[config.mk]
export PLATFORM = sky130hd
export DESIGN_NAME = timer_flag_unit
export DESIGN_NICKNAME = d
export VERILOG_FILES = /design/src/rtl/tfu_pkg.sv /design/src/rtl/tfu_timebase.sv /design/src/rtl/tfu_flags.sv /design/src/rtl/timer_flag_unit.sv
export SDC_FILE = /design/constraint.sdc
export NUM_CORES = 1
export LEC_CHECK = 0
export BUFFER_PORTS_ARGS = -buffer_cell sky130_fd_sc_hd__buf_2
export CORE_MARGIN = 4
export CORE_UTILIZATION = 50
export DETAILED_ROUTE_END_ITERATION = 6
export PLACE_DENSITY = 0.8
export SLEW_MARGIN = 15
export SYNTH_ARGS = -nofsm -noshare
export SYNTH_HDL_FRONTEND = slang
export SYNTH_SLANG_ARGS = --single-unit
[constraint.sdc]
create_clock -name clk -period 2.5 [get_ports clk]
set_clock_uncertainty 0.2 [all_clocks]
set_input_delay 0.375 -clock clk [delete_from_list [all_inputs] [get_ports clk]]
set_output_delay 0.375 -clock clk [all_outputs]
set_load 0.005 [all_outputs]
[src/rtl/tfu_pkg.sv]
package tfu_pkg;
  localparam int CNT_W = 16;

  localparam logic [7:0] A_CNT_HI   = 8'h04;
  localparam logic [7:0] A_CNT_LO   = 8'h05;
  localparam logic [7:0] A_CTRL     = 8'h06;
  localparam logic [7:0] A_CHFLG    = 8'h0E;
  localparam logic [7:0] A_OVFLG    = 8'h0F;
  localparam logic [7:0] A_CH_BASE  = 8'h10;
  localparam logic [7:0] A_PAFLG    = 8'h21;
  localparam logic [7:0] A_PACNT_HI = 8'h22;
  localparam logic [7:0] A_PACNT_LO = 8'h23;
  localparam logic [7:0] A_PBCNT_HI = 8'h24;
  localparam logic [7:0] A_PBCNT_LO = 8'h25;
  localparam logic [7:0] A_PBFLG    = 8'h31;

  typedef struct packed {
    logic run_en;
    logic wait_stop;
    logic frz_stop;
    logic fast_clr;
  } ctrl_t;

  function automatic logic [7:0] ctrl_byte(input ctrl_t c);
    return {c.run_en, c.wait_stop, c.frz_stop, c.fast_clr, 4'b0000};
  endfunction

  // channel idx owns the byte pair A_CH_BASE + 2*idx, +1
  function automatic logic chan_hit(input logic [7:0] a, input int idx);
    return (int'(a) >> 1) == ((int'(A_CH_BASE) >> 1) + idx);
  endfunction

  function automatic logic pair_hit(input logic [7:0] a, input logic [7:0] hi,
                                    input logic [7:0] lo);
    return (a == hi) || (a == lo);
  endfunction

  function automatic logic at_wrap(input logic [CNT_W-1:0] c);
    return &c;
  endfunction
endpackage

[src/rtl/tfu_timebase.sv]
module tfu_timebase
  import tfu_pkg::*;
#(
  parameter int PRESCALE = 4,
  parameter int PA_DIV   = 64
) (
  input  logic             clk,
  input  logic             rst_n,
  input  ctrl_t            ctl,
  input  logic             wait_i,
  input  logic             frz_i,
  output logic [CNT_W-1:0] cnt_o,
  output logic             cnt_tick_o,
  output logic             wrap_evt_o,
  output logic             pa_tick_o,
  output logic             pa_run_o,
  output logic             mdc_run_o
);
  localparam int PS_W = (PRESCALE > 1) ? $clog2(PRESCALE) : 1;
  localparam int PD_W = (PA_DIV > 1) ? $clog2(PA_DIV) : 1;

  logic [PS_W-1:0] ps_q;
  logic [PD_W-1:0] pd_q;
  logic            in_wait_stop, in_frz_stop, main_run, pa_clk_en, ps_last;

  assign in_wait_stop = ctl.wait_stop & wait_i;
  assign in_frz_stop  = ctl.frz_stop & frz_i;
  assign main_run     = ctl.run_en & ~in_wait_stop & ~in_frz_stop;
  assign pa_clk_en    = ctl.run_en & ~in_wait_stop;
  assign pa_run_o     = ~in_wait_stop;
  assign mdc_run_o    = ~in_wait_stop & ~in_frz_stop;

  assign ps_last    = (ps_q == PS_W'(PRESCALE - 1));
  assign cnt_tick_o = main_run & ps_last;
  assign wrap_evt_o = cnt_tick_o & at_wrap(cnt_o);
  assign pa_tick_o  = pa_clk_en & (pd_q == PD_W'(PA_DIV - 1));

  always_ff @(posedge clk) begin
    if (!rst_n) begin
      ps_q  <= '0;
      pd_q  <= '0;
      cnt_o <= '0;
    end else begin
      if (main_run) ps_q <= ps_last ? '0 : ps_q + 1'b1;
      if (pa_clk_en) pd_q <= pa_tick_o ? '0 : pd_q + 1'b1;
      if (cnt_tick_o) cnt_o <= cnt_o + 1'b1;
    end
  end


  halt_hold_chk: assert property (@(posedge clk) disable iff (!rst_n)
    !main_run |=> $stable(cnt_o));

  step_one_chk: assert property (@(posedge clk) disable iff (!rst_n)
    cnt_tick_o |=> (cnt_o == $past(cnt_o) + 1'b1));

  pa_gate_chk: assert property (@(posedge clk) disable iff (!rst_n)
    !pa_clk_en |-> !pa_tick_o);
endmodule

[src/rtl/tfu_flags.sv]
module tfu_flags #(
  parameter int NF = 12
) (
  input  logic          clk,
  input  logic          rst_n,
  input  logic [NF-1:0] set_i,
  input  logic [NF-1:0] clr_i,
  output logic [NF-1:0] flag_o
);
  for (genvar k = 0; k < NF; k++) begin : g_flag
    always_ff @(posedge clk) begin
      if (!rst_n) flag_o[k] <= 1'b0;
      else if (set_i[k]) flag_o[k] <= 1'b1;
      else if (clr_i[k]) flag_o[k] <= 1'b0;
    end
  end


  set_wins_chk: assert property (@(posedge clk) disable iff (!rst_n)
    (|set_i) |=> ((flag_o & $past(set_i)) == $past(set_i)));
endmodule

[src/rtl/timer_flag_unit.sv]
module timer_flag_unit
  import tfu_pkg::*;
#(
  parameter int NCH      = 8,
  parameter int PRESCALE = 4,
  parameter int PA_DIV   = 64
) (
  input  logic             clk,
  input  logic             rst_n,
  input  logic [7:0]       addr_i,
  input  logic             rd_i,
  input  logic             wr_i,
  input  logic [7:0]       wdata_i,
  output logic [7:0]       rdata_o,
  input  logic             wait_i,
  input  logic             frz_i,
  input  logic [NCH-1:0]   ch_oc_i,
  input  logic [NCH-1:0]   ch_evt_i,
  input  logic             pa_ovf_evt_i,
  input  logic             pa_edge_evt_i,
  input  logic             pb_ovf_evt_i,
  output logic [CNT_W-1:0] cnt_o,
  output logic             cnt_tick_o,
  output logic             pa_tick_o,
  output logic             pa_run_o,
  output logic             mdc_run_o,
  output logic [NCH-1:0]   ch_flag_o,
  output logic             tof_o,
  output logic             pa_ovf_flag_o,
  output logic             pa_edge_flag_o,
  output logic             pb_ovf_flag_o
);
  localparam int NF    = NCH + 4;
  localparam int I_TOF = NCH;
  localparam int I_PAO = NCH + 1;
  localparam int I_PAE = NCH + 2;
  localparam int I_PBO = NCH + 3;

  ctrl_t           ctl;
  logic            acc, fast, wrap_evt;
  logic [NF-1:0]   set_v, clr_v, flag_v;

  always_ff @(posedge clk) begin
    if (!rst_n) ctl <= '0;
    else if (wr_i && addr_i == A_CTRL) ctl <= ctrl_t'(wdata_i[7:4]);
  end

  tfu_timebase #(.PRESCALE(PRESCALE), .PA_DIV(PA_DIV)) u_tb (
    .clk(clk), .rst_n(rst_n), .ctl(ctl), .wait_i(wait_i), .frz_i(frz_i),
    .cnt_o(cnt_o), .cnt_tick_o(cnt_tick_o), .wrap_evt_o(wrap_evt),
    .pa_tick_o(pa_tick_o), .pa_run_o(pa_run_o), .mdc_run_o(mdc_run_o)
  );

  assign acc  = rd_i | wr_i;
  assign fast = ctl.fast_clr;

  for (genvar i = 0; i < NCH; i++) begin : g_ch
    assign set_v[i] = ch_evt_i[i];
    assign clr_v[i] = (wr_i && addr_i == A_CHFLG && wdata_i[i]) ||
                      (fast && chan_hit(addr_i, i) && (ch_oc_i[i] ? wr_i : rd_i));
  end

  assign set_v[I_TOF] = wrap_evt;
  assign set_v[I_PAO] = pa_ovf_evt_i;
  assign set_v[I_PAE] = pa_edge_evt_i;
  assign set_v[I_PBO] = pb_ovf_evt_i;

  assign clr_v[I_TOF] = (wr_i && addr_i == A_OVFLG && wdata_i[7]) ||
                        (fast && acc && pair_hit(addr_i, A_CNT_HI, A_CNT_LO));
  assign clr_v[I_PAO] = (wr_i && addr_i == A_PAFLG && wdata_i[1]) ||
                        (fast && acc && pair_hit(addr_i, A_PACNT_HI, A_PACNT_LO));
  assign clr_v[I_PAE] = (wr_i && addr_i == A_PAFLG && wdata_i[0]) ||
                        (fast && acc && pair_hit(addr_i, A_PACNT_HI, A_PACNT_LO));
  assign clr_v[I_PBO] = (wr_i && addr_i == A_PBFLG && wdata_i[1]) ||
                        (fast && acc && pair_hit(addr_i, A_PBCNT_HI, A_PBCNT_LO));

  tfu_flags #(.NF(NF)) u_flags (
    .clk(clk), .rst_n(rst_n), .set_i(set_v), .clr_i(clr_v), .flag_o(flag_v)
  );

  assign ch_flag_o      = flag_v[NCH-1:0];
  assign tof_o          = flag_v[I_TOF];
  assign pa_ovf_flag_o  = flag_v[I_PAO];
  assign pa_edge_flag_o = flag_v[I_PAE];
  assign pb_ovf_flag_o  = flag_v[I_PBO];

  always_comb begin
    rdata_o = '0;
    unique case (addr_i)
      A_CTRL:   rdata_o = ctrl_byte(ctl);
      A_CNT_HI: rdata_o = cnt_o[15:8];
      A_CNT_LO: rdata_o = cnt_o[7:0];
      A_CHFLG:  for (int i = 0; i < NCH; i++) rdata_o[i] = ch_flag_o[i];
      A_OVFLG:  rdata_o[7] = tof_o;
      A_PAFLG:  rdata_o[1:0] = {pa_ovf_flag_o, pa_edge_flag_o};
      A_PBFLG:  rdata_o[1] = pb_ovf_flag_o;
      default:  rdata_o = '0;
    endcase
  end


  ctrl_low_chk: assert property (@(posedge clk) disable iff (!rst_n)
    (addr_i == A_CTRL) |-> (rdata_o[3:0] == 4'h0));

  wrap_flag_chk: assert property (@(posedge clk) disable iff (!rst_n)
    wrap_evt |=> tof_o);

  ch_drop_cause_chk: assert property (@(posedge clk) disable iff (!rst_n)
    (|($past(ch_flag_o) & ~ch_flag_o)) |-> $past((wr_i && addr_i == A_CHFLG) || fast));
endmodule

==> results.sh <==
export IMPL_run_status="completed"
export IMPL_post_cts_hold_buffer_count=0
export IMPL_post_cts_resized_instances=0
export IMPL_die_height_um=76.3
export IMPL_power_dissipated_by_switching_net_loads_mw=0.327
export IMPL_nets=409
export IMPL_cts_root_buffer="clkbuf_8"
export IMPL_number_of_nets_still_failing_antenna_checks_after_routing=0
export IMPL_worstSetupPathDepth=6
export IMPL_comb_power_share_pct=11.1
export IMPL_reg2reg_to="u_tb.cnt_o[13]"
export IMPL_max_slew_margin_pct=66.8
export IMPL_hold_path_class="input pin to flip-flop"
export IMPL_port_buffers=80
export IMPL_worst_r2r_path_depth=5
export IMPL_achievable_frequency_ghz=0.450
export IMPL_floorplan_core_area_um2=4440
export IMPL_worstSetupEndpoint="rdata_o[0]"
export IMPL_dpl_cell_count=410
export IMPL_timing_critical_path_required_ps=1920
export IMPL_dominantRegCellSynth="dfxtp_1"
export IMPL_syn_nets=331
export IMPL_worstPathBufferInverterCount=2
export IMPL_timing_final_crit_period_ps=2220
export IMPL_drive_above_1_share_pct=27.0
export IMPL_synth_area_leader_cell="dfxtp_1"
export IMPL_insertion_delay_ps=290
export IMPL_tightest_slew_ps=497
export IMPL_endpoint_kind="output port"
export IMPL_fin_crit_sh_pct=89.0
export IMPL_fin_ws_ps=276
export IMPL_drt_pre_antenna_iters=4
export IMPL_ioPinCount=81
export IMPL_gp_routability_congestion=0.859
export IMPL_finalWirelength_mm=6.45
export IMPL_grt_util_all_layers_pct=23.0
export IMPL_dpl_hpwl_mm=4.96
export IMPL_largest_net_degree_at_the_start_of_global_routing=21
export IMPL_netlist_instances=287
export IMPL_finalHoldViolations=0
export IMPL_swShare_pct=24.4
export IMPL_dp_worst_setup_slack_ps=309
export IMPL_mostFrequentLayoutCell="buf_2"
export IMPL_initial_core_util_pct=52.5
export IMPL_number_of_antenna_violations_at_the_first_check_in_global_routing=0
export IMPL_netlist_cell_type_count=42
export IMPL_ys_ff_latch=40
export IMPL_cts_setup_buffers=0
export IMPL_totalNegativeSetupSlack_ps=0
export IMPL_grt_overflow_total=0
export IMPL_synth_warnings=0
export IMPL_internal_power_mw=1.01
export IMPL_max_vdd_ir_drop_mv=0.283
export IMPL_cts_tree="built"
export IMPL_report_final_setup_viol=0
export IMPL_clk_path_buf_depth=2
export IMPL_post_route_drc_count=0
export IMPL_rr_startpoint="u_tb.ps_q[0]"
export IMPL_drt_first_iter_violations=235
export IMPL_cts_buffers=5
export IMPL_die_area_um2=5820
export IMPL_grt_first_pass_wirelength_mm=11.0
export IMPL_synth_yosys_seq_area_share_pct=34.3
export IMPL_layout_common_cells="buf_2 (80), dfxtp_1 (40), nand2_1 (27)"
export IMPL_cts_sinks=40
export IMPL_power_density_nw_per_um2=464
export IMPL_leak_pwr_nw=1.28
export IMPL_syn_mean_instance_area_um2=8.13
export IMPL_antenna_cells=0
export IMPL_rsz0062_at_grt="no"
export IMPL_vias=2400
export IMPL_max_cap_violations=0
export IMPL_worstPathCellList="buf_2 > nor2_1 > a22oi_1 > o22ai_1 > a32o_1 > buf_2"
export IMPL_timing_critical_path_from="addr_i[1]"
export IMPL_critical_path_s_slowest_cell="nor2_1"
export IMPL_p_clk_share_pct=39.5
export IMPL_critical_path_most_common_cell="buf_2"
export IMPL_arr_time_crit_path_ps=1650
export IMPL_route_detailed_wl_per_inst_um=15.4
export IMPL_netlist_top_cells_area="dfxtp_1 (34%), mux2i_1 (9.0%), nand2_1 (4.3%), nor2_1 (4.0%), nand4_1 (3.5%)"
export IMPL_clkTransAtPathRegs_ps=80
export IMPL_critical_path_type="input pin to output port"
export IMPL_fin_hold_ws_ps=72.7
export IMPL_async_flop_share_pct=0
export IMPL_cp_startpoint_kind="input pin"
export IMPL_slowest_delay_ps=430
export IMPL_synth_edff_count=0
export IMPL_final_max_slew_violation_count=0
export IMPL_synthesized_cell_area_um2=2330
export IMPL_viasPerCell=5.74
export IMPL_worst_path_dominant_cell_family="compound AO/OA/AOI/OAI gates"
export IMPL_worst_r2r_setup_slack_ps=400
export IMPL_die_width_um=76.3
export IMPL_synthToLayoutAreaGrowth_pct=23.6
export IMPL_share_seq_of_total_power_pct=49.4
export IMPL_placement_row_count=24
export IMPL_synth_top_cell_area_share_pct=34.3
export IMPL_final_cell_count_no_fill=418
export IMPL_htree_num_levels=2
export IMPL_via_count_of_the_first_global_routing_pass=2291
export IMPL_crit_path_max_fanout=16
worst min path at each step:
| stage | from | end | depth (start not counted) | slack [ps] |
|---|---|---|---|---|
| after floorplan | u_tb.ps_q[1] | u_tb.ps_q[1] | 2 | 240 |
| after global placement | u_tb.ps_q[1] | u_tb.ps_q[1] | 2 | 250 |
| after detailed placement | u_tb.ps_q[1] | u_tb.ps_q[1] | 2 | 260 |
| after CTS | pa_edge_evt_i | u_flags.flag_o[10] | 3 | 70 |
| after global routing | ch_evt_i[0] | u_flags.flag_o[0] | 3 | 120 |
| final | pa_edge_evt_i | u_flags.flag_o[10] | 3 | 70 |
Yosys cell counts (7+ instances only):
library cell	count
a21oi_1	9
clkbuf_1	11
dfxtp_1	40
inv_1	19
mux2i_1	21
nand2_1	27
nand3_1	15
nand4_1	13
nor2_1	25
o21ai_0	11
xnor2_1	7
cell type report:
class                           count  area (um2)
Multi-Input combinational cell    215        1410
Tap cell                           52        65.1
Clock buffer                        5        68.8
Inverter                           19        71.3
Sequential cell                    40         801
Clock inverter                      3        42.5
Timing Repair Buffer               84         430
Fill cell                         407        1560
stage by stage:
step | instance area [um2] | utilization (%) | power [mW]
after global routing | 2880 | 64.9 | 1.39
after global placement | 2770 | 62.4 | 0.821
after floorplan | 2330 | - | 0.748
after detailed placement | 2770 | 62.4 | 0.823
final | 2880 | 64.9 | 1.34
after CTS | 2880 | 64.9 | 1.35
tightest hold or removal path, delay by kind of cell:
| family | cells | cell delay [ps] |
|---|---|---|
| buffers and inverters | 1 | 80 |
| AOI/OAI and AO/OA | 1 | 50 |
| and+or+nand+nor | 1 | 30 |
cell families (layout without fill, tap and decap cells):
| family | after synthesis | in the layout | synth area share, % |
|---|---|---|---|
| AND/OR/NAND/NOR | 119 | 119 | 26.5 |
| adder cells (fa/ha/maj) | 3 | 3 | 1.61 |
| AO/OA/AOI/OAI | 55 | 55 | 16.2 |
| XOR/XNOR | 13 | 13 | 4.88 |
| flip-flops | 40 | 40 | 34.3 |
| buffers and inverters | 32 | 111 | 5.47 |
| multiplexers | 25 | 25 | 10.9 |
layer usage:
metal / track usage [%] / part of all wire (%) / vias to the layer above
met1: 31.3 / 45 / 1100
met4: 8.33 / 1.9 / 0
met5: 0 / 0 / -
li1: - / - / 1200
met2: 34.9 / 46 / 86
met3: 6.03 / 6.6 / 14
sequential cells by signal, summed over array words and instances (netlist names):
signal / flops
u_tb.cnt_o: 16
ctl: 3
u_tb.pd_q: 6
u_tb.ps_q: 2
fast: 1
u_flags.flag_o: 12
power by group through the flow:
stage               logic, mW  registers [mW]  clock network, mW
floorplan              0.0735           0.675                  0
global placement        0.145           0.676                  0
detailed placement      0.147           0.676                  0
CTS                     0.148           0.661              0.539
global route            0.165           0.664              0.565
finish                  0.148           0.661              0.529
No activity file was read; power rests on OpenSTA's default activity.
